**src/rtl/irq_pkg.sv**
```systemverilog
package irq_pkg;
  localparam int unsigned N_SRC = 6;
  localparam int unsigned IDX_W = 3;
  localparam int unsigned N_LVL = 2;

  typedef logic [IDX_W-1:0] src_idx_t;

  typedef struct packed {
    logic     hit;
    src_idx_t idx;
  } find_t;

  // lowest set bit wins
  function automatic find_t first_of(input logic [N_SRC-1:0] v);
    find_t r;
    r.hit = 1'b0;
    r.idx = '0;
    for (int i = N_SRC - 1; i >= 0; i--) begin
      if (v[i]) begin
        r.hit = 1'b1;
        r.idx = src_idx_t'(i);
      end
    end
    return r;
  endfunction
endpackage

```
**src/rtl/irq_cfg_regs.sv**
```systemverilog
module irq_cfg_regs #(
  parameter int unsigned REG_W = 8,
  parameter int unsigned NSRC  = 6
) (
  input  logic             clk,
  input  logic             rst,
  input  logic             wr,
  input  logic             sel,
  input  logic [REG_W-1:0] wdata,
  output logic [REG_W-1:0] en_q,
  output logic [REG_W-1:0] pri_q
);
  localparam int unsigned GEN_BIT = REG_W - 1;
  localparam logic [REG_W-1:0] SRC_MASK = REG_W'((1 << NSRC) - 1);
  localparam logic [REG_W-1:0] EN_MASK  = SRC_MASK | (REG_W'(1) << GEN_BIT);

  always_ff @(posedge clk) begin
    if (rst) begin
      en_q  <= '0;
      pri_q <= '0;
    end else if (wr) begin
      if (sel) pri_q <= wdata & SRC_MASK;
      else     en_q  <= wdata & EN_MASK;
    end
  end
endmodule

```
**src/rtl/irq_arbiter.sv**
```systemverilog
module irq_arbiter
  import irq_pkg::*;
(
  input  logic [N_SRC-1:0] pend,
  input  logic [N_SRC-1:0] pri,
  output logic             hit,
  output logic             lvl,
  output src_idx_t         idx
);
  logic [N_SRC-1:0] lvl_vec  [N_LVL];
  find_t            lvl_find [N_LVL];

  for (genvar lv = 0; lv < N_LVL; lv++) begin : g_lvl
    if (lv == 0) begin : g_low
      assign lvl_vec[lv] = pend & ~pri;
    end else begin : g_high
      assign lvl_vec[lv] = pend & pri;
    end
    assign lvl_find[lv] = first_of(lvl_vec[lv]);
  end

  always_comb begin
    if (lvl_find[1].hit) begin
      hit = 1'b1;
      lvl = 1'b1;
      idx = lvl_find[1].idx;
    end else begin
      hit = lvl_find[0].hit;
      lvl = 1'b0;
      idx = lvl_find[0].idx;
    end
  end
endmodule

```
**src/rtl/irq_service.sv**
```systemverilog
module irq_service
  import irq_pkg::*;
#(
  parameter int unsigned       VEC_W     = 16,
  parameter logic [VEC_W-1:0]  VEC_BASE  = 16'h0003,
  parameter int unsigned       VEC_SHIFT = 3
) (
  input  logic             clk,
  input  logic             rst,
  input  logic             hit,
  input  logic             lvl,
  input  src_idx_t         idx,
  input  logic             taken,
  input  logic             reti,
  output logic             ack,
  output src_idx_t         ack_idx,
  output logic [VEC_W-1:0] ack_vec,
  output logic             ack_lvl,
  output logic [N_LVL-1:0] isr
);
  logic busy;
  logic accept;
  logic lvl_free;

  // high level needs only the high bit clear; low needs both clear
  assign lvl_free = lvl ? ~isr[1] : ~|isr;
  assign accept   = hit & ~busy & ~reti & lvl_free;

  always_ff @(posedge clk) begin
    if (rst) begin
      ack     <= 1'b0;
      ack_idx <= '0;
      ack_vec <= '0;
      ack_lvl <= 1'b0;
      busy    <= 1'b0;
      isr     <= '0;
    end else begin
      ack <= accept;
      if (accept) begin
        ack_idx  <= idx;
        ack_vec  <= VEC_BASE + (VEC_W'(idx) << VEC_SHIFT);
        ack_lvl  <= lvl;
        busy     <= 1'b1;
        isr[lvl] <= 1'b1;
      end else begin
        if (taken) busy <= 1'b0;
        if (reti) begin
          if (isr[1]) isr[1] <= 1'b0;
          else        isr[0] <= 1'b0;
        end
      end
    end
  end
endmodule

```
**src/rtl/irq_prio_ctrl.sv**
```systemverilog
module irq_prio_ctrl
  import irq_pkg::*;
#(
  parameter int unsigned      REG_W     = 8,
  parameter int unsigned      VEC_W     = 16,
  parameter logic [VEC_W-1:0] VEC_BASE  = 16'h0003,
  parameter int unsigned      VEC_SHIFT = 3
) (
  input  logic             clk,
  input  logic             rst,
  input  logic             cfg_wr,
  input  logic             cfg_sel,
  input  logic [REG_W-1:0] cfg_wdata,
  output logic [REG_W-1:0] en_q,
  output logic [REG_W-1:0] pri_q,
  input  logic             req_ext0,
  input  logic             req_tmr0,
  input  logic             req_ext1,
  input  logic             req_tmr1,
  input  logic             req_rx,
  input  logic             req_tx,
  input  logic             req_tmr2,
  input  logic             taken,
  input  logic             reti,
  output logic             ack,
  output logic [IDX_W-1:0] ack_idx,
  output logic [VEC_W-1:0] ack_vec,
  output logic             ack_lvl,
  output logic [N_LVL-1:0] in_service
);
  localparam int unsigned GEN_BIT = REG_W - 1;

  logic [N_SRC-1:0] raw_req;
  logic [N_SRC-1:0] pend;
  logic             win_hit;
  logic             win_lvl;
  src_idx_t         win_idx;

  assign raw_req = {req_tmr2, req_rx | req_tx, req_tmr1, req_ext1, req_tmr0, req_ext0};
  assign pend    = raw_req & en_q[N_SRC-1:0] & {N_SRC{en_q[GEN_BIT]}};

  irq_cfg_regs #(.REG_W(REG_W), .NSRC(N_SRC)) u_regs (
    .clk(clk), .rst(rst), .wr(cfg_wr), .sel(cfg_sel), .wdata(cfg_wdata),
    .en_q(en_q), .pri_q(pri_q)
  );

  irq_arbiter u_arb (
    .pend(pend), .pri(pri_q[N_SRC-1:0]),
    .hit(win_hit), .lvl(win_lvl), .idx(win_idx)
  );

  irq_service #(.VEC_W(VEC_W), .VEC_BASE(VEC_BASE), .VEC_SHIFT(VEC_SHIFT)) u_svc (
    .clk(clk), .rst(rst), .hit(win_hit), .lvl(win_lvl), .idx(win_idx),
    .taken(taken), .reti(reti),
    .ack(ack), .ack_idx(ack_idx), .ack_vec(ack_vec), .ack_lvl(ack_lvl),
    .isr(in_service)
  );
endmodule

```
**config.mk**
```make
export PLATFORM = sky130hd
export DESIGN_NAME = irq_prio_ctrl
export DESIGN_NICKNAME = d
export VERILOG_FILES = /design/src/rtl/irq_pkg.sv /design/src/rtl/irq_cfg_regs.sv /design/src/rtl/irq_arbiter.sv /design/src/rtl/irq_service.sv /design/src/rtl/irq_prio_ctrl.sv
export SDC_FILE = /design/constraint.sdc
export NUM_CORES = 1
export LEC_CHECK = 0
export ABC_AREA = 1
export ABC_CLOCK_PERIOD_IN_PS = 2520
export BUFFER_PORTS_ARGS = -buffer_cell sky130_fd_sc_hd__buf_2
export CAP_MARGIN = 10
export CORE_MARGIN = 3
export CORE_UTILIZATION = 45
export DETAILED_ROUTE_END_ITERATION = 6
export PLACE_DENSITY = 0.79
export SYNTH_ARGS = -nofsm -noshare
export SYNTH_HDL_FRONTEND = slang
export SYNTH_SLANG_ARGS = --single-unit
```
**constraint.sdc**
```tcl
create_clock -name clk -period 2.52 [get_ports clk]
set_input_delay 0.126 -clock clk [delete_from_list [all_inputs] [get_ports clk]]
set_output_delay 0.126 -clock clk [all_outputs]
set_load 0.02 [all_outputs]
```
Yosys cells after proc, flatten, opt, wreduce, memory -nomap -nowiden
Cells that the tools add are included.
- add/sub/neg operators: 1
- $mul: 0
- div/mod/pow operators: 0
- order comparisons: 2
- equality and inequality tests: 1
- shift operators: 0
- mux-type cells: 23
- bitwise gates (word level): 14
- reductions and logical operators: 8
- operator list (operator ; count):
    $mux 4 ; 12
    $and 6x6->6 ; 4
    $add 2x6->7 const A ; 1
    $mux 1 ; 7
    $not 6->6 ; 1
    $reduce_and 2->1 ; 3
    $mux 2 ; 2
    $not 1->1 ; 4
    $reduce_bool 2->1 ; 2
    $and 1x1->1 ; 3
    $mux 3 ; 1
    $lt 1x2->1 const B ; 1
    $ne 2x2->1 const B ; 1
    $or 2x2->2 ; 1
    $reduce_or 2->1 ; 1
    $demux 1 s1 ; 1
    $ge 1x1->1 const B ; 1
    $logic_and 1x1->1 ; 1
    $logic_not 1->1 ; 1
    $or 1x1->1 ; 1
- register bits after elaboration: 37
- bits in latches: 0
- RAM bits: 0
- memory bits (read-only): 0
- bits of input ports: 21
- output and inout bits: 39
- logic and storage cells: 58
- memories: 0

Longest topological paths before layout
Gate-level depths: netlist of the first run.
- word-level depth: 17
- mapped depth: 12
- mapped depth without buffers: 12

By module
From an unflattened synthesis of the first run, not the netlist that was laid out.
- cell total of the unflattened synthesis: 210
- area total of the unflattened synthesis: 1335.0 um^2
- by module, submodules not included (module ; times used ; cells each ; area each (um^2) ; seq. area each (um^2)):
    irq_cfg_regs ; 1 ; 77 ; 558.0 ; 260.2
    irq_service ; 1 ; 67 ; 489.2 ; 180.2
    irq_arbiter ; 1 ; 48 ; 220.2 ; 0.0
    irq_prio_ctrl ; 1 ; 18 ; 67.6 ; 0.0

Worst setup path before layout of the first run
OpenSTA, ideal clock, no wires.
- path kind: reg2reg
- start point: reg u_regs.en_q[7]
- end point: reg u_svc.ack_vec[5]
- arrival: 1.263 ns
- required time: 2.403 ns
- path slack: 1.140 ns
- stages on the path, launching flop included: 11
- cell sequence: dfxtp_1 buf_6 nand4_1 nand2_1 nor2_2 nand2_4 nand2_4 nand2_4 inv_1 nand3_1 o21ai_1
- cells in the longest elaborated chain, start to end: 12
- RTL lines (what ; line ; RTL):
    from (decl) ; irq_cfg_regs.sv:10 ; output logic [REG_W-1:0] en_q,
    from (signal assigned) ; irq_cfg_regs.sv:23 ; else en_q <= wdata & EN_MASK;
    $and 6x6->6 (*) ; irq_prio_ctrl.sv:40 ; assign pend = raw_req & en_q[N_SRC-1:0] & {N_SRC{en_q[GEN_BIT]}};
    parallel branches: the longest is 11 deep, another holds $add 2x6->7 ; -- ;
    to (signal assigned) ; irq_service.sv:41 ; ack_vec <= VEC_BASE + (VEC_W'(idx) << VEC_SHIFT);
    to (decl) ; irq_service.sv:17 ; output logic [VEC_W-1:0] ack_vec,
Mark *: on every way between the ends.
A chain may end at the register's enable or synchronous reset.

Final worst setup path of the first run
- start point: reg u_regs.en_q[7]
- end point: reg u_svc.ack_idx[1]
- cells in the longest elaborated chain, start to end: 12
- RTL lines (what ; line ; RTL):
    $and 6x6->6 (*) ; irq_prio_ctrl.sv:40 ;
    $and 6x6->6 (on tied branches) ; irq_arbiter.sv:15, irq_arbiter.sv:17 ;
    $mux 4 (6 in series) ; irq_pkg.sv:19 ; if (v[i]) begin
    $mux 1 ; irq_arbiter.sv:23 ; if (lvl_find[1].hit) begin
    $and 1x1->1 (3 in series) ; irq_service.sv:27 ; assign accept = hit & ~busy & ~reti & lvl_free;
    to (signal assigned) ; irq_service.sv:40 ; ack_idx <= idx;
    to (decl) ; irq_service.sv:16 ; output src_idx_t ack_idx,
Every way passes the cells marked *; elsewhere a longest branch is shown, timed or not.

==> key figures, run 1 <==
Floorplanning
  – Die ar.: 3330 sq um
  – Io pins: 60
  – Die Y: 57.7 um
  – FP Rows: 18
  – Starting density of the core: 0.480
  – Die W: 57.7 um
  – Core area: 2500 sq um

Pwr
  – Clk pwr share: 0.232
  – Max IR drop VDD: 0.000393 V
  – Psw: 0.000205 W
  – Sw frac: 0.307
  – Combinational share of power: 0.198
  – Power per standard cell area: 478 nW/um^2
  – Seq pwr share: 0.570
  – Int Pwr: 0.000462 W
  – Leakage: 0.793 nW

Critical path
  – Crit start category: flip-flop
  – Worst Setup End Kind: flip-flop
  – Crit Path Category: flip-flop to flip-flop
  – Critical Path AT: 1.82 ns
  – WP data required: 2.77 ns
  – Max FO, Critical Path: 13

Synthesis
  – Top-count cell post-synth: nand2_1
  – Top cells by area, synth: dfxtp_1 (37%), buf_4 (11%), nand2_1 (7.8%)
  – Flops & latches, synth: 22
  – Mapped Area: 1200 sq um
  – Synth top area share: 0.367
  – Synth Area in Compound Gates: 0.116
  – Adder-cell share of the synthesized area: 0
  – Post-synthesis mux area share: 0
  – Cells after synthesis: 170
  – Post-synth EDFFs: 0
  – Synth area leader: dfxtp_1
  – Most frequent cells after synthesis: nand2_1 (25), dfxtp_1 (22), nor2_1 (21), buf_4 (18), inv_1 (17)
  – Syn. warnings: 0
  – Post-synth cell types: 21
  – Post-Syn Area per Cell: 7.07 sq um
  – Post-synthesis sequential area ratio: 0.367
  – Xor/xnor share of the synthesized area: 0
  – Main synth FF type: dfxtp_1
  – Ys async rst share: 0
  – Largest family of logic cells by synthesized area: simple AND/OR/NAND/NOR gates
  – Post-Synth Simple-Gate Area: 0.315

Timing
  – Final hold slack: 0.0359 ns
  – Final worst setup slack: 0.952 ns
  – Fmax: 638 MHz
  – Final setup viols: 0
  – Final worst path period need: 1.57 ns
  – Final Cycle Share: 0.622
  – RSZ-0062 raised after global routing: false
  – Clock skew: 0.00844 ns
  – Max Transition Viols Final: 0
  – TNS Setup: 0 ns
  – Fin. Hold Viols: 0

Final layout
  – Final nets: 234
  – Area grow syn2layout: 16.3%
  – Share of cells above drive strength 1: 0.294
  – Post-layout instance area: 1400 sq um
  – Count of non-filler cells in the finished layout: 241
  – N_diodes: 0

Drt
  – Routed Antenna Nets: 0
  – Via count: 1107
  – Drt via density: 4.59
  – Drt pass-1 iters: 5
  – DRT iter0 DRCs: 29
  – Total Wirelength: 2470 um
  – DRC Markers: 0
  – Routed WL per cell: 10.2 um

Flow run
  – Max-cap viol count: 0

Clock network
  – CTS tree: done
  – Root Buffer Master: clkbuf_4
  – CTS clock-pin slew for the worst setup and hold paths: 0.12 ns
  – Total CTS buffers: 3
  – CTS Buffer Depth: 2
  – CTS H-tree lvls: 1
  – Clk sinks: 22
  – Clock latency reported for the late side of the worst-skew pair: 0.30 ns

Global routing
  – Vias in the first global route: 923
  – Largest net degree at the start of global routing: 20
  – GR Overflow Total: 0
  – Initial antenna violation count: 0
  – GRT Total Usage: 0.142
  – First-pass GRT wire length: 3820 um

Place
  – Cells after DPL: 236
  – DPL Wire Length: 2000 um
  – # port buffers: 44
  – RePlAce Congestion: 0.739
  – Pre-CTS WS: 0.971 ns
  – DP Area: 1350 sq um

Min path
  – Hold Path Class: input port to flip-flop

Outcome
  – Status: completed
==> critical path, cell delays in order, from the launching register on <==
cell,delay [ns]
dfxtp_1,0.59
nand3_1,0.15
nor2_1,0.15
inv_1,0.05
nand2_1,0.08
inv_2,0.05
nand2_4,0.09
nand2_4,0.07
nand2_4,0.07
nand2_4,0.06
inv_2,0.06
nand2_1,0.04
nand2_1,0.05
==> registers in the layout, summed over array words and instances, names as in the netlist <==
name	count
u_regs.pri_q	6
u_svc.ack_vec	2
u_regs.en_q	7
u_svc.ack_idx	2
u_svc.isr	2
u_svc.ack	1
u_svc.busy	1
u_svc.ack_lvl	1
==> power by group through the flow <==
stage	Combinational (W)	Sequential, W	Clock, W
floorplan	0.0000883	0.000405	0
global placement	0.000129	0.000387	0
detailed placement	0.000130	0.000388	0
CTS	0.000132	0.000380	0.000159
global route	0.000145	0.000383	0.000174
finish	0.000132	0.000380	0.000154
==> layer usage <==
| layer | vias up | GRT usage | part of all wire |
|---|---|---|---|
| li1 | 600 | - | - |
| met1 | 467 | 0.194 | 0.48 |
| met2 | 38 | 0.231 | 0.44 |
| met3 | 2 | 0.0267 | 0.071 |
| met4 | 0 | 0.0397 | 0.0065 |
| met5 | - | 0 | 0 |
==> worst paths after layout <==
check	start	end	slack [ns]	cells past startpoint
worst max-delay path	u_regs.en_q[7]	u_svc.ack_idx[1]	0.95	12
worst min-delay path	rst	u_svc.ack_lvl	0.04	2
worst max register to register	u_regs.en_q[7]	u_svc.ack_idx[1]	0.95	12
worst min register to register	u_svc.ack_lvl	u_svc.ack_lvl	0.47	2
==> final cells by class <==
cell class	count	area, sq um
multi-input cells	117	569
repair buffers	46	240
inverters	23	86.3
clock buffers	3	22.5
fillers	268	1100
flip-flops and latches	22	440
well taps	30	37.5
==> stage by stage <==
step,total power [W],utilization
after CTS,0.000671,0.555
after detailed placement,0.000518,0.542
after floorplan,0.000493,-
after global routing,0.000702,0.559
final,0.000667,0.559
after global placement,0.000516,0.542
==> layout by cell type, fill, tap and decap left out <==
cell type,Yosys,final
a21oi_1,8,8
nor2_2,2,2
conb_1,1,14
nand3_1,9,9
o31ai_1,1,1
inv_2,6,6
nand2_1,25,25
nand2_4,6,6
clkbuf_4,0,3
nand2_2,1,1
dlygate4sd3_1,0,2
o21ai_1,1,1
nor2_1,21,21
nand4_1,9,9
o21ai_0,16,16
a31oi_1,1,1
dfxtp_1,22,22
nor3_1,2,2
buf_2,0,44
nand3b_1,1,1
inv_1,17,17
==> timing repair <==
action	in CTS	in global routing
gates resized for setup	0	0
hold buffers	1	1
hold endpoints to repair	1	1
buffers inserted	0	0
==> cells by family (layout without fill, tap and decap cells) <==
| group | Yosys count | count (layout) |
|---|---|---|
| other | 1 | 14 |
| AND/OR/NAND/NOR | 76 | 76 |
| buffers and inverters | 44 | 72 |
| AO/OA/AOI/OAI | 27 | 27 |
| flip-flops | 22 | 22 |
Power figures use the tool's default switching activity.
==> inputs of run 2 (changes only) <==
- ABC_AREA: 1 -> 0
- ABC_CLOCK_PERIOD_IN_PS: 2520 -> 1640
- clock period: 2.52 -> 1.64 ns (I/O delays scaled with it)
==> run 2 against run 1 <==
Global-route usage is 4.6 points higher. Wire length is 33% higher. Cell area is 14% higher. Count of clock-buffer cells in the layout stayed put. Critical endpoint is now u_svc.busy. Sequential share of layout area is 3.2 points lower. Clock power is 54% higher. Non-clock buffer count is 19 higher. The run now ends with negative setup slack left. Synthesized cell count is 18% lower.
==> key figures, run 2 <==
Synthesis
  – Post-synth EDFFs: 0 (unchanged)
  – Most frequent cells after synthesis: dfxtp_1 (22), buf_4 (19), a21oi_1 (14), nand2_1 (11) (was nand2_1 (25), dfxtp_1 (22), nor2_1 (21), buf_4 (18), inv_1 (17))
  – Syn. warnings: 0 (unchanged)
  – Ys async rst share: 0 (unchanged)
  – Top cells by area, synth: dfxtp_1 (37%), buf_4 (12%), a21oi_1 (5.9%) (was dfxtp_1 (37%), buf_4 (11%), nand2_1 (7.8%))
  – Mapped Area: 1190 sq um (was 1200 sq um)
  – Post-synthesis mux area share: 0.0589 (was 0)
  – Adder-cell share of the synthesized area: 0 (unchanged)
  – Post-Synth Simple-Gate Area: 0.242 (was 0.315)
  – Cells after synthesis: 139 (was 170)
  – Post-Syn Area per Cell: 8.55 sq um (was 7.07 sq um)
  – Top-count cell post-synth: dfxtp_1 (was nand2_1)
  – Largest family of logic cells by synthesized area: simple AND/OR/NAND/NOR gates (unchanged)
  – Synth area leader: dfxtp_1 (unchanged)
  – Synth Area in Compound Gates: 0.183 (was 0.116)
  – Synth top area share: 0.371 (was 0.367)
  – Xor/xnor share of the synthesized area: 0 (unchanged)
  – Post-synthesis sequential area ratio: 0.371 (was 0.367)
  – Flops & latches, synth: 22 (unchanged)
  – Main synth FF type: dfxtp_1 (unchanged)
  – Post-synth cell types: 33 (was 21)

Critical path
  – Reg2reg start: u_regs.en_q[7] (unchanged)
  – Worst path slowest cell: dfxtp_4 (was dfxtp_1)
  – Worst Reg2Reg Path Length in Cells: 8 (was 12)
  – Crit start category: flip-flop (unchanged)
  – Setup slack, reg-to-reg: -0.02 ns (was 0.95 ns)
  – Max stage delay on crit path: 0.38 ns (was 0.59 ns)
  – Max FO, Critical Path: 6 (was 13)
  – R2R Path End: u_svc.busy (was u_svc.ack_idx[1])
  – Critical path launch point: u_regs.en_q[7] (unchanged)
  – Crit Path Category: flip-flop to flip-flop (unchanged)
  – Worst Setup End Kind: flip-flop (unchanged)
  – WP data required: 1.82 ns (was 2.77 ns)
  – Critical Path End: u_svc.busy (was u_svc.ack_idx[1])
  – Most used cell, CP: buf_6 (was nand2_4)
  – Crit-path cells: buf_6 > buf_6 > nand4_1 > nand4_1 > o21bai_4 > and2_4 > buf_6 > a21oi_2 (was nand3_1 > nor2_1 > inv_1 > nand2_1 > inv_2 > nand2_4 > nand2_4 > nand2_4 > nand2_4 > inv_2 > nand2_1 > nand2_1)
  – Critical Path AT: 1.84 ns (was 1.82 ns)

Timing
  – Fmax: 602 MHz (was 638 MHz)
  – Final hold slack: 0.0207 ns (was 0.0359 ns)
  – Fin. Hold Viols: 0 (unchanged)
  – RSZ-0062 raised after global routing: true (was false)
  – Final worst path period need: 1.66 ns (was 1.57 ns)
  – Clock skew: 0.00418 ns (was 0.00844 ns)
  – Max Transition Viols Final: 0 (unchanged)
  – Final worst setup slack: -0.0207 ns (was 0.952 ns)
  – Final setup viols: 5 (was 0)
  – Final Cycle Share: 1.01 (was 0.622)

Final layout
  – Final nets: 219 (was 234)
  – Max FFs per register: 7 (unchanged)
  – Count of non-filler cells in the finished layout: 224 (was 241)
  – Post-layout instance area: 1590 sq um (was 1400 sq um)
  – Most common cell after layout, fill and taps aside: buf_2 (unchanged)
  – Most frequent cells in the layout: buf_2 (44), buf_4 (16), dfxtp_1 (15) (was buf_2 (44), nand2_1 (25), dfxtp_1 (22))
  – Area grow syn2layout: 34.1% (was 16.3%)
  – Largest regs: u_regs.en_q: 7 flops, u_regs.pri_q: 6 flops (unchanged)
  – Largest register by flop count: u_regs.en_q (unchanged)
  – Share of cells above drive strength 1: 0.439 (was 0.294)
  – N_diodes: 0 (unchanged)
  – Fillers: 188 (was 268)

Pwr
  – Psw: 0.000286 W (was 0.000205 W)
  – Clk pwr share: 0.238 (was 0.232)
  – Max IR drop VDD: 0.000685 V (was 0.000393 V)
  – Seq pwr share: 0.571 (was 0.570)
  – Total power: 0.000995 W (was 0.000667 W)
  – Int Pwr: 0.000709 W (was 0.000462 W)
  – Sw frac: 0.287 (was 0.307)
  – Combinational share of power: 0.191 (was 0.198)
  – Leakage: 0.774 nW (was 0.793 nW)
  – Power per standard cell area: 624 nW/um^2 (was 478 nW/um^2)

Min path
  – Min-delay src: cfg_wdata[0] (was rst)
  – Hold Path Class: input port to flip-flop (unchanged)

Floorplanning
  – Die W: 57.4 um (was 57.7 um)
  – Die Y: 57.4 um (was 57.7 um)
  – Core area: 2360 sq um (was 2500 sq um)
  – Die ar.: 3290 sq um (was 3330 sq um)
  – Io pins: 60 (unchanged)
  – FP Rows: 17 (was 18)
  – Starting density of the core: 0.503 (was 0.480)

Drt
  – Drt pass-1 iters: 4 (was 5)
  – Routed Antenna Nets: 0 (unchanged)
  – Total Wirelength: 3270 um (was 2470 um)
  – DRC Markers: 0 (unchanged)
  – Via count: 1228 (was 1107)
  – Routed WL per cell: 14.6 um (was 10.2 um)
  – DRT iter0 DRCs: 51 (was 29)
  – Drt via density: 5.48 (was 4.59)

Outcome
  – Status: finished with violations (was completed)
  – Failing checks: negative setup slack

Place
  – Pre-CTS WS: -0.0985 ns (was 0.971 ns)
  – RePlAce Congestion: 0.807 (was 0.739)
  – DP Area: 1440 sq um (was 1350 sq um)
  – # port buffers: 44 (unchanged)
  – Cells after DPL: 212 (was 236)
  – DPL Wire Length: 2220 um (was 2000 um)

Clock network
  – CTS tree: done (unchanged)
  – Total CTS buffers: 3 (unchanged)
  – CTS clock-pin slew for the worst setup and hold paths: 0.11 ns (was 0.12 ns)
  – Clk sinks: 22 (unchanged)
  – CTS H-tree lvls: 1 (unchanged)
  – Root Buffer Master: clkbuf_4 (unchanged)
  – CTS Buffer Depth: 2 (unchanged)
  – Clock latency reported for the late side of the worst-skew pair: 0.30 ns (about the same)

Global routing
  – GR Overflow Total: 0 (unchanged)
  – Largest net degree at the start of global routing: 24 (was 20)
  – Vias in the first global route: 1095 (was 923)
  – Initial antenna violation count: 0 (unchanged)
  – First-pass GRT wire length: 4900 um (was 3820 um)
  – GRT Total Usage: 0.188 (was 0.142)

Flow run
  – Max-cap viol count: 0 (unchanged)
-- run 2: cell families (layout without fill, tap and decap cells) --
family	after synthesis	count (layout)
simple gates	52	52
compound gates	31	31
buf+inv	26	70
flops	22	22
mux	7	7
other cells	1	14
-- run 2: repair_timing --
action / in CTS / in global routing
hold buffers: 1 / 0
resized for setup: 7 / 10
hold endpoints to repair: 1 / 0
pin swaps: 8 / 6
setup endpoints to repair: 6 / 7
setup buffers: 6 / 2
-- run 2: worst min-delay path by stage --
stage                      endpoint  slack, ns  depth (start not counted)
floorplan              u_svc.isr[1]       0.15                          1
global placement       u_svc.isr[1]       0.27                          2
detailed placement     u_svc.isr[1]       0.27                          2
CTS                  u_regs.en_q[0]       0.02                          3
global route        u_regs.pri_q[0]       0.01                          3
finish               u_regs.en_q[0]       0.02                          3
-- run 2: critical path: cells and delay by family, from the launching register on --
kind                   cells  cell delay (ns)
AO/OA/AOI/OAI              2             0.30
buffers and inverters      3             0.35
flip-flops                 1             0.38
AND/OR/NAND/NOR            3             0.49
-- run 2: area by class of cell --
type                    count  area (sq um)  share of cell area
multi-input cells         104           682               0.428
flip-flops and latches     22           452               0.283
repair buffers             65           395               0.248
well taps                  28          35.0              0.0220
clock buffers               3          22.5              0.0141
inverters                   2          7.51             0.00471
-- run 2: power groups by stage --
stage | Sequential (W) | Clock [W] | Combinational (W)
2_1_floorplan | 0.000600 | 0 | 0.000109
3_3_place_gp | 0.000581 | 0 | 0.000165
3_5_place_dp | 0.000582 | 0 | 0.000168
4_1_cts | 0.000567 | 0.000246 | 0.000184
5_1_grt | 0.000571 | 0.000273 | 0.000205
6_report | 0.000568 | 0.000237 | 0.000190
-- run 2: through the flow --
step	setup TNS, ns	util
floorplan	0	-
global placement	-0.0320	0.608
finish	-0.0702	0.675
CTS	0	0.651
detailed placement	-0.219	0.608
global route	-0.537	0.675
-- run 2: routing by layer --
metal  global-route usage  vias to the layer above  part of all wire
li1                     -                      589                 -
met2                0.302                       61              0.49
met3               0.0385                       11             0.071
met1                0.233                      567              0.41
met4                0.106                        0             0.030
met5                    0                        -                 0
==> inputs of run 3 (changes only) <==
--- a/config.mk
+++ b/config.mk
@@ -11,4 +11,6 @@
 export CAP_MARGIN = 10
+export CELL_PAD_IN_SITES_DETAIL_PLACEMENT = 2
+export CELL_PAD_IN_SITES_GLOBAL_PLACEMENT = 2
 export CORE_MARGIN = 3
-export CORE_UTILIZATION = 45
+export CORE_UTILIZATION = 24
 export DETAILED_ROUTE_END_ITERATION = 6
==> constraint.sdc (replaced) <==
create_clock -name clk -period 1.64 [get_ports clk]
set_input_delay 0 -clock clk [delete_from_list [all_inputs] [get_ports clk]]
set_output_delay 0 -clock clk [all_outputs]
set_load 0.02 [all_outputs]
==> run 3 against run 2 <==
The run ends with negative hold slack, negative setup slack left. Register-to-register slack lost 0.16 ns. Fmax shrank 8.6%. Worst setup slack lost 0.16 ns. First-iteration DRC count shrank 33%. Critical path depth is the same. Critical path type unchanged.
==> key figures, run 3 (synthesis gave the netlist of run 2 again) <==
Outcome
  – Status: finished with violations (unchanged)
  – Failing checks: negative hold slack, negative setup slack (was negative setup slack)

Place
  – RePlAce Congestion: 0.771 (was 0.807)
  – DPL Wire Length: 3200 um (was 2220 um)
  – # port buffers: 44 (unchanged)

Min path
  – Hold Path Class: input port to flip-flop (unchanged)

Critical path
  – WP buf/inv: 4 (was 3)
  – Crit start category: flip-flop (unchanged)
  – Crit Path Category: flip-flop to flip-flop (unchanged)
  – Crit path max-delay family: buffers and inverters (was simple AND/OR/NAND/NOR gates)
  – Critical Path AT: 1.98 ns (was 1.84 ns)
  – Max FO, Critical Path: 7 (was 6)
  – Max stage delay on crit path: 0.40 ns (was 0.38 ns)
  – Most used cell, CP: buf_6 (unchanged)
  – Crit-path cells: buf_6 > buf_6 > nand4_1 > nand2_2 > buf_12 > o21bai_4 > buf_4 > a211oi_2 (was buf_6 > buf_6 > nand4_1 > nand4_1 > o21bai_4 > and2_4 > buf_6 > a21oi_2)
  – Worst Setup End Kind: flip-flop (unchanged)
  – WP data required: 1.80 ns (was 1.82 ns)
  – Worst path slowest cell: dfxtp_4 (unchanged)

Clock network
  – CTS clock-pin slew for the worst setup and hold paths: 0.08 ns (was 0.11 ns)
  – Clock latency reported for the late side of the worst-skew pair: 0.27 ns (was 0.30 ns)
  – Clk sinks: 22 (unchanged)
  – CTS H-tree lvls: 1 (unchanged)
  – CTS tree: done (unchanged)
  – Root Buffer Master: clkbuf_8 (was clkbuf_4)
  – CTS Buffer Depth: 2 (unchanged)
  – Total CTS buffers: 3 (unchanged)

Global routing
  – GRT Total Usage: 0.165 (was 0.188)
  – First-pass GRT wire length: 7600 um (was 4900 um)
  – GR Overflow Total: 0 (unchanged)
  – Met3 usage: 0.0248 (was 0.0385)
  – Most used routing layer in global routing: met2 (unchanged)
  – Met1 Track Usage GR: 0.182 (was 0.233)
  – Vias in the first global route: 1424 (was 1095)
  – Initial antenna violation count: 0 (unchanged)
  – M2 GR Usage: 0.303 (was 0.302)
  – Largest net degree at the start of global routing: 24 (unchanged)

Final layout
  – Largest regs: u_regs.en_q: 7 flops, u_regs.pri_q: 6 flops (unchanged)
  – Largest register by flop count: u_regs.en_q (unchanged)
  – Max FFs per register: 7 (unchanged)
  – Area grow syn2layout: 49.6% (was 34.1%)
  – Final nets: 230 (was 219)
  – Most common cell after layout, fill and taps aside: buf_2 (unchanged)
  – Post-layout util: 0.390 (was 0.675)
  – N_diodes: 0 (unchanged)
  – Most frequent cells in the layout: buf_2 (44), buf_4 (23), dfxtp_1 (15) (was buf_2 (44), buf_4 (16), dfxtp_1 (15))
  – Share of cells above drive strength 1: 0.464 (was 0.439)

Timing
  – Final worst path period need: 1.82 ns (was 1.66 ns)
  – Final Cycle Share: 1.11 (was 1.01)
  – Final hold slack: -0.0134 ns (was 0.0207 ns)
  – Fmax: 551 MHz (was 602 MHz)
  – RSZ-0062 raised after global routing: true (unchanged)
  – Final setup viols: 8 (was 5)
  – Fin. Hold Viols: 3 (was 0)
  – Clock skew: 0.00219 ns (was 0.00418 ns)
  – Final worst setup slack: -0.176 ns (was -0.0207 ns)
  – Max Transition Viols Final: 0 (unchanged)

Drt
  – Routed Antenna Nets: 0 (unchanged)
  – DRC Markers: 0 (unchanged)
  – Routed WL per cell: 18.4 um (was 14.6 um)
  – Via count: 1313 (was 1228)
  – Drt pass-1 iters: 4 (unchanged)
  – DRT iter0 DRCs: 34 (was 51)
  – Drt via density: 4.83 (was 5.48)
  – Total Wirelength: 5010 um (was 3270 um)

Floorplanning
  – Die ar.: 5830 sq um (was 3290 sq um)
  – FP Rows: 24 (was 17)
  – Core area: 4560 sq um (was 2360 sq um)
  – Starting density of the core: 0.260 (was 0.503)
  – Die W: 76.4 um (was 57.4 um)
  – Io pins: 60 (unchanged)
  – Die Y: 76.4 um (was 57.4 um)

Pwr
  – Total power: 0.00113 W (was 0.000995 W)
  – Power per standard cell area: 636 nW/um^2 (was 624 nW/um^2)
  – Leakage: 0.845 nW (was 0.774 nW)
  – Max IR drop VDD: 0.000274 V (was 0.000685 V)

Flow run
  – Max-cap viol count: 0 (unchanged)
[run 3: cell count changes in the layout (fill, tap and decap cells not counted), moves of 2 or more]
cell,delta
buf_4,+7
buf_12,+2
clkbuf_8,+3
dlygate4sd3_1,+3
clkbuf_4,-3
[run 3: what timing repair did]
action                                  4_1_cts  5_1_grt
endpoints found under the setup margin        8        9
gates resized for setup                      11        6
buffers inserted                              8        1
pin swaps                                    12        7
hold buffers                                  3        1
endpoints found under the hold margin         3        1
[run 3: stage by stage]
stage          hold WS [ns]  worst slack [ns]  cells  setup TNS (ns)  area, sq um
2_1_floorplan        0.0728          0.000737    152               0         1250
3_3_place_gp          0.187          -0.00630    256        -0.00630         1550
3_5_place_dp          0.199           -0.0883    256          -0.391         1550
4_1_cts             0.00185           -0.0401    270          -0.136         1740
5_1_grt              0.0112            -0.184    272           -1.10         1780
6_report            -0.0134            -0.176    272          -0.859         1780
[run 3: layout make-up]
cell class / instances / area [sq um]
Clock buffer: 3 / 41.3
Tap cell: 65 / 81.3
Inverter: 2 / 7.51
Multi-Input combinational cell: 104 / 689
Sequential cell: 22 / 452
Fill cell: 548 / 2790
Timing Repair Buffer: 76 / 507
[run 3: worst paths after layout]
path / startpoint / end / slack [ns] / cells past startpoint
worst max-delay path: u_regs.en_q[7] / u_svc.isr[1] / -0.18 / 8
worst min-delay path: cfg_wdata[5] / u_regs.en_q[5] / -0.01 / 3
worst max register to register: u_regs.en_q[7] / u_svc.isr[1] / -0.18 / 8
worst min register to register: u_svc.ack_vec[1] / u_svc.ack_vec[1] / 0.48 / 2
[run 3: power by group]
group | internal [W] | switching (W) | total, W
sequential | 0.000551 | 0.0000162 | 0.000567
combinational | 0.0000846 | 0.000132 | 0.000217
clock | 0.000165 | 0.000182 | 0.000346
total | 0.000800 | 0.000330 | 0.00113
[run 3: worst min-delay path, cell delays in order]
cell     delay, ns
buf_2         0.09
mux2i_1       0.06
nor2_1        0.07
[run 3: layer usage]
metal  part of all wire  vias up
met5                  0        -
met4              0.049        0
met3              0.049       15
met2               0.50       53
met1               0.40      633
li1                   -      612
